<file path="config.mk">
export PLATFORM = sky130hd
export DESIGN_NAME = macro_result_stage
export DESIGN_NICKNAME = d
export VERILOG_FILES = /design/src/rtl/macro_result_stage.sv
export SDC_FILE = /design/constraint.sdc
export NUM_CORES = 1
export LEC_CHECK = 0
export ABC_CLOCK_PERIOD_IN_PS = 4900
export BUFFER_PORTS_ARGS = -buffer_cell sky130_fd_sc_hd__buf_2
export CORE_MARGIN = 5
export CORE_UTILIZATION = 35
export DETAILED_ROUTE_END_ITERATION = 6
export PLACE_DENSITY = 0.62
export SYNTH_ARGS = -nofsm -noshare
export SYNTH_HDL_FRONTEND = slang
export SYNTH_SLANG_ARGS = --single-unit
</file>
<file path="constraint.sdc">
create_clock -name clk -period 4.9 [get_ports clk]
set_clock_uncertainty 0.15 [all_clocks]
set_input_delay 0.735 -clock clk [delete_from_list [all_inputs] [get_ports clk]]
set_output_delay 0.735 -clock clk [all_outputs]
set_load 0.02 [all_outputs]
</file>
<file path="src/rtl/macro_result_stage.sv">
module macro_result_stage #(
  parameter int DW     = 32,
  parameter int ADDR_W = 12,
  parameter int INC_W  = 6,
  parameter int IDX_W  = 8
) (
  input  logic              clk,
  input  logic              rst_n,
  input  logic              start,
  input  logic [DW-1:0]     start_prm,
  input  logic              op_valid,
  output logic              op_ready,
  input  logic [2:0]        op_code,
  input  logic [2:0]        op_dst,
  input  logic [DW-1:0]     op_value,
  input  logic              prm_valid,
  output logic              prm_ready,
  input  logic [DW-1:0]     prm_data,
  output logic [IDX_W-1:0]  prm_index,
  output logic              snd_valid,
  input  logic              snd_ready,
  output logic [ADDR_W-1:0] snd_addr,
  output logic [DW-1:0]     snd_data,
  input  logic [2:0]        rd_sel_a,
  output logic [DW-1:0]     rd_data_a,
  input  logic [2:0]        rd_sel_b,
  output logic [DW-1:0]     rd_data_b
);
  localparam int NREG = 8;

  logic [DW-1:0]     rf [NREG];
  logic [ADDR_W-1:0] mth_addr;
  logic [INC_W-1:0]  mth_inc;

  logic fetch, sends, loads, wr_prm, accept;
  logic [DW-1:0]     wr_data, out_data;
  logic [ADDR_W-1:0] base_addr;
  logic [INC_W-1:0]  base_inc;
  logic [INC_W-1:0]  slice;

  assign fetch  = op_code inside {3'd0, 3'd3, 3'd5, 3'd6};
  assign sends  = op_code inside {3'd3, 3'd4, 3'd6, 3'd7};
  assign loads  = op_code inside {3'd2, 3'd5, 3'd6, 3'd7};
  assign wr_prm = op_code inside {3'd0, 3'd3, 3'd5};

  assign op_ready  = !start && !snd_valid && (!fetch || prm_valid);
  assign accept    = op_valid && op_ready;
  assign prm_ready = accept && fetch;

  assign slice     = op_value[ADDR_W+INC_W-1:ADDR_W];
  assign wr_data   = wr_prm ? prm_data : op_value;
  assign out_data  = (op_code == 3'd6) ? prm_data :
                     (op_code == 3'd7) ? {{(DW-INC_W){1'b0}}, slice} : op_value;
  assign base_addr = loads ? op_value[ADDR_W-1:0] : mth_addr;
  assign base_inc  = loads ? slice : mth_inc;

  assign rd_data_a = (rd_sel_a == 3'd0) ? '0 : rf[rd_sel_a];
  assign rd_data_b = (rd_sel_b == 3'd0) ? '0 : rf[rd_sel_b];

  always_ff @(posedge clk or negedge rst_n) begin
    if (!rst_n) begin
      for (int i = 0; i < NREG; i++) rf[i] <= '0;
      mth_addr  <= '0;
      mth_inc   <= '0;
      prm_index <= IDX_W'(1);
      snd_valid <= 1'b0;
      snd_addr  <= '0;
      snd_data  <= '0;
    end else if (start) begin
      for (int i = 0; i < NREG; i++) rf[i] <= (i == 1) ? start_prm : '0;
      mth_addr  <= '0;
      mth_inc   <= '0;
      prm_index <= IDX_W'(1);
      snd_valid <= 1'b0;
    end else begin
      if (snd_valid && snd_ready) snd_valid <= 1'b0;
      if (accept) begin
        if (op_dst != 3'd0) rf[op_dst] <= wr_data;
        if (fetch) prm_index <= prm_index + 1'b1;
        mth_inc <= base_inc;
        if (sends) begin
          snd_valid <= 1'b1;
          snd_addr  <= base_addr;
          snd_data  <= out_data;
          mth_addr  <= base_addr + {{(ADDR_W-INC_W){1'b0}}, base_inc};
        end else begin
          mth_addr  <= base_addr;
        end
      end
    end
  end
endmodule

</file>
==> summary.txt <==
Route
  – Average routed wire per standard cell: 21.67 µm
  – Total detailed-routing wirelength: 52.78 mm
  – Residual DRC count: 0
  – Number of detailed-route iterations in the first pass: 6
  – Violation count after the first detailed-routing iteration: 953
  – Vias: 13940
  – Residual antenna-violating net count after detailed routing: 0
  – Number of vias per cell: 5.722

Yosys
  – Per-instance average area after synthesis: 9.885 µm²
  – Number of synthesized register bits: 295
  – Xor/xnor share of the synthesized area: 1.006%
  – Cells taking the most area after synthesis: sky130_fd_sc_hd__dfrtp_1 45%, sky130_fd_sc_hd__mux4_2 8.8%, sky130_fd_sc_hd__nand3_1 6.2%
  – Multiplexer fraction of the synthesized cell area: 16.81%
  – Main combinational cell family by area after synthesis: compound AO/OA/AOI/OAI gates
  – Sequential-to-total area share from yosys stat: 44.97%
  – Post-Synth Simple-Gate Area: 13.93%
  – Top cell type by total area after synthesis: sky130_fd_sc_hd__dfrtp_1
  – Ys flop type: sky130_fd_sc_hd__dfrtp_1
  – Gate Count Post-Synth: 1661
  – Share of the synthesized area in the top cell type: 44.81%
  – Fraction of the mapped netlist area in compound gates: 17.34%
  – Yosys warnings: 0
  – Async set or reset register ratio after synthesis: 100.0%
  – Number of enable-type register cells in the synthesized netlist: 0
  – Post-synthesis adder-cell area fraction: 0.6553%
  – Number of nets produced by synthesis: 1782
  – Cell area after synthesis: 0.01642 mm²
  – Synth cell types: 66

Finish
  – Growth of design area from synthesis to finish: 16.92%
  – Post-layout nets: 1929
  – Share of final-layout standard cells stronger than drive strength 1: 26.26%

Setup path
  – Startpoint Class: input pin
  – Cells along the critical path: buf_4 > nor2b_4 > buf_4 > a221oi_1 > a21oi_1 > buf_2
  – Worst-path fanout max: 47
  – Family of cells with the greatest summed delay on the critical path: buffers and inverters
  – Cell type of the slowest stage on the worst timing path: sky130_fd_sc_hd__nor2b_4
  – Arrival time worst endpoint: 2.66 ns
  – Maximum cell stage delay along the critical path: 0.52 ns
  – Data required time at the worst endpoint: 4.01 ns
  – Sum of buffers and inverters on the critical path: 3
  – Category of the worst setup path capture point: output pin
  – Worst Path Class, Setup: in -> out
  – Cell repeated most along the worst path: sky130_fd_sc_hd__buf_4

Placement
  – HPWL reported at the end of detailed placement: 34.64 mm
  – Weighted congestion at the end of routability-driven global placement: 0.8591
  – Quantity of I/O buffers inserted on ports: 232

Worst hold path
  – Worst min-delay path category: in -> async

Power and ir drop
  – Int Pwr: 4680 µW
  – Power dissipated by switching net loads: 1940 µW
  – Switching share of power: 29.31%
  – Sequential fraction of design power: 40.8%
  – Highest ir drop seen on vdd: 0.0002696 V
  – Power per cell area: 344.9 mW/mm²
  – Clock network fraction of total power: 41.6%
  – Total power consumption of the routed design: 6621 µW
  – Relative contribution of combinational cells to total power: 17.6%
  – Total leakage power: 0.008628 µW

Clocking
  – H-tree Lvls: 2
  – Clock buffer count from CTS: 37
  – CTS tree: built
  – Post-CTS resize count: 0
  – Number of hold buffers added after cts: 0
  – Clock Sink Count: 295
  – Number of buffers added for setup after CTS: 0
  – Maximum root-to-sink buffer count: 3
  – Clock insertion delay at the later pin of the skew report: 0.54 ns
  – CTS Root Cell: sky130_fd_sc_hd__clkbuf_16
  – Clock transition time at the flip-flop clock pins of the worst setup and hold paths: 0.05 ns

Floorplan
  – Chip height: 226.6 µm
  – Number of placed I/O pins: 233
  – Core area: 0.04646 mm²
  – Die extent in x: 226.6 µm
  – Floorplan die area: 0.05135 mm²
  – Floorplan row count: 79
  – Initial Util: 35.34%

Timing
  – Slew at the pin with the worst max-slew slack: 1.144 ns
  – Final worst path period need: 3.546 ns
  – Setup TNS: 0 ns
  – Final count of hold timing violations: 0
  – Achievable Freq: 282.0 MHz
  – Setup repair after global routing missed its margin: false
  – Number of max-slew violations in the final report: 0
  – Number of setup violations in the final report: 0
  – Fin crit share: 72.37%
  – Worst slew slack as a fraction of its limit: 21.54%

Global routing
  – Vias in the first global route: 13970
  – Residual overflow from global routing: 0
  – Maximum number of pins on one net before global-route repair: 136
  – Antenna violations before repair: 4
  – First-pass GRT wire length: 81.82 mm
  – Total Routing Usage GR: 20.21%

Status
  – Run status: completed

Job
  – # Max-Cap Violations: 0
cell families after synthesis:
logic type	count (synthesis)
and+or+nand+nor	471
xor gates and xnor gates	17
adders and majority gates	9
DFF	295
muxes	186
buffers and inverters	199
AOI/OAI and AO/OA	484
layout by cell type, fill, tap and decap left out, types with 3 or more instances in the layout:
| master | count |
|---|---|
| sky130_fd_sc_hd__a211oi_1 | 4 |
| sky130_fd_sc_hd__a21oi_1 | 79 |
| sky130_fd_sc_hd__a221oi_1 | 31 |
| sky130_fd_sc_hd__a22oi_1 | 32 |
| sky130_fd_sc_hd__a31o_2 | 3 |
| sky130_fd_sc_hd__a31oi_1 | 5 |
| sky130_fd_sc_hd__and3_1 | 6 |
| sky130_fd_sc_hd__buf_12 | 4 |
| sky130_fd_sc_hd__buf_2 | 226 |
| sky130_fd_sc_hd__buf_4 | 37 |
| sky130_fd_sc_hd__bufinv_16 | 4 |
| sky130_fd_sc_hd__clkbuf_1 | 5 |
| sky130_fd_sc_hd__clkbuf_16 | 38 |
| sky130_fd_sc_hd__clkbuf_8 | 5 |
| sky130_fd_sc_hd__clkinv_2 | 6 |
| sky130_fd_sc_hd__dfrtp_1 | 294 |
| sky130_fd_sc_hd__ha_1 | 7 |
| sky130_fd_sc_hd__inv_1 | 38 |
| sky130_fd_sc_hd__mux2_2 | 64 |
| sky130_fd_sc_hd__mux2i_1 | 54 |
| sky130_fd_sc_hd__mux4_2 | 64 |
| sky130_fd_sc_hd__nand2_1 | 181 |
| sky130_fd_sc_hd__nand3_1 | 202 |
| sky130_fd_sc_hd__nand4_1 | 5 |
| sky130_fd_sc_hd__nor2_1 | 27 |
| sky130_fd_sc_hd__nor3_1 | 5 |
| sky130_fd_sc_hd__nor3b_1 | 26 |
| sky130_fd_sc_hd__o21ai_0 | 160 |
| sky130_fd_sc_hd__o21ai_1 | 120 |
| sky130_fd_sc_hd__o221ai_1 | 31 |
| sky130_fd_sc_hd__xnor2_1 | 3 |
| sky130_fd_sc_hd__xor2_1 | 13 |
through the flow:
stage          hold slack [ns]  std cells  cell area (µm²)  utilization [%]  worst slack [ns]
4_1_cts                0.05169       2435            19200            41.32             1.326
2_1_floorplan           0.2894       1661            16420                -             1.262
5_1_grt                0.09008       2435            19200            41.32             1.238
6_report               0.05378       2436            19200            41.33             1.354
3_5_place_dp            0.3191       2376            17990            38.73             1.020
3_3_place_gp            0.3095       2376            17990            38.73             1.088
cell usage after synthesis, types with 32 or more instances:
master,n
sky130_fd_sc_hd__a21oi_1,79
sky130_fd_sc_hd__o21ai_1,120
sky130_fd_sc_hd__inv_1,38
sky130_fd_sc_hd__mux2i_1,54
sky130_fd_sc_hd__a22oi_1,32
sky130_fd_sc_hd__nand3_1,202
sky130_fd_sc_hd__dfrtp_1,294
sky130_fd_sc_hd__o21ai_0,160
sky130_fd_sc_hd__clkbuf_1,74
sky130_fd_sc_hd__mux4_2,64
sky130_fd_sc_hd__buf_2,46
sky130_fd_sc_hd__nand2_1,182
sky130_fd_sc_hd__mux2_2,64
final timing paths:
kind	startpoint	to	slack, ns	depth (start not counted)
min	rst_n	snd_data[21]	0.05	1
max reg2reg	snd_valid	rf[14]	2.10	6
min in group clk	start_prm[19]	rf[211]	0.25	3
min reg2reg	snd_addr[5]	snd_addr[5]	0.33	2
max	rd_sel_a[0]	rd_data_a[12]	1.35	6
max in group asynchronous	rst_n	rf[34]	3.41	2
area by class of cell:
| class | count | area (µm²) |
|---|---|---|
| antenna | 1 | 2.502 |
| sequential | 295 | 7383 |
| clock inverter | 11 | 166.4 |
| inverter | 39 | 151.4 |
| timing repair buffer | 268 | 1504 |
| clock buffer | 48 | 1039 |
| tap | 607 | 759.5 |
| multi-input combinational | 1167 | 8193 |
| fill | 4607 | 27260 |
worst register-to-register path, delay by kind of cell (launching register included):
family | cells | cell delay (ns)
simple gates | 3 | 1.11
compound gates | 2 | 0.52
buf+inv | 1 | 0.48
flops | 1 | 0.40
power groups by stage:
| stage | clock, µW | sequential (µW) | combinational (µW) |
|---|---|---|---|
| floorplan | 0 | 2830 | 614 |
| global placement | 0 | 2730 | 1160 |
| detailed placement | 0 | 2730 | 1180 |
| CTS | 2830 | 2700 | 1180 |
| global route | 2930 | 2720 | 1280 |
| finish | 2750 | 2700 | 1170 |
sequential cells by signal, indices dropped and copies added, names as in the netlist:
register and count:
snd_addr 12, prm_index 8, mth_inc 6, snd_valid 1
snd_data 32, mth_addr 12, rf 224
routing by layer:
layer  global-route usage [%]  vias to the layer above  wire [µm]
met2                    31.00                      477      23710
li1                         -                     6450          -
met5                        0                        -         45
met4                    5.589                        6       1267
met1                    28.13                     6896      23410
met3                    5.930                      110       4350
No activity file was read; power rests on OpenSTA's default activity.
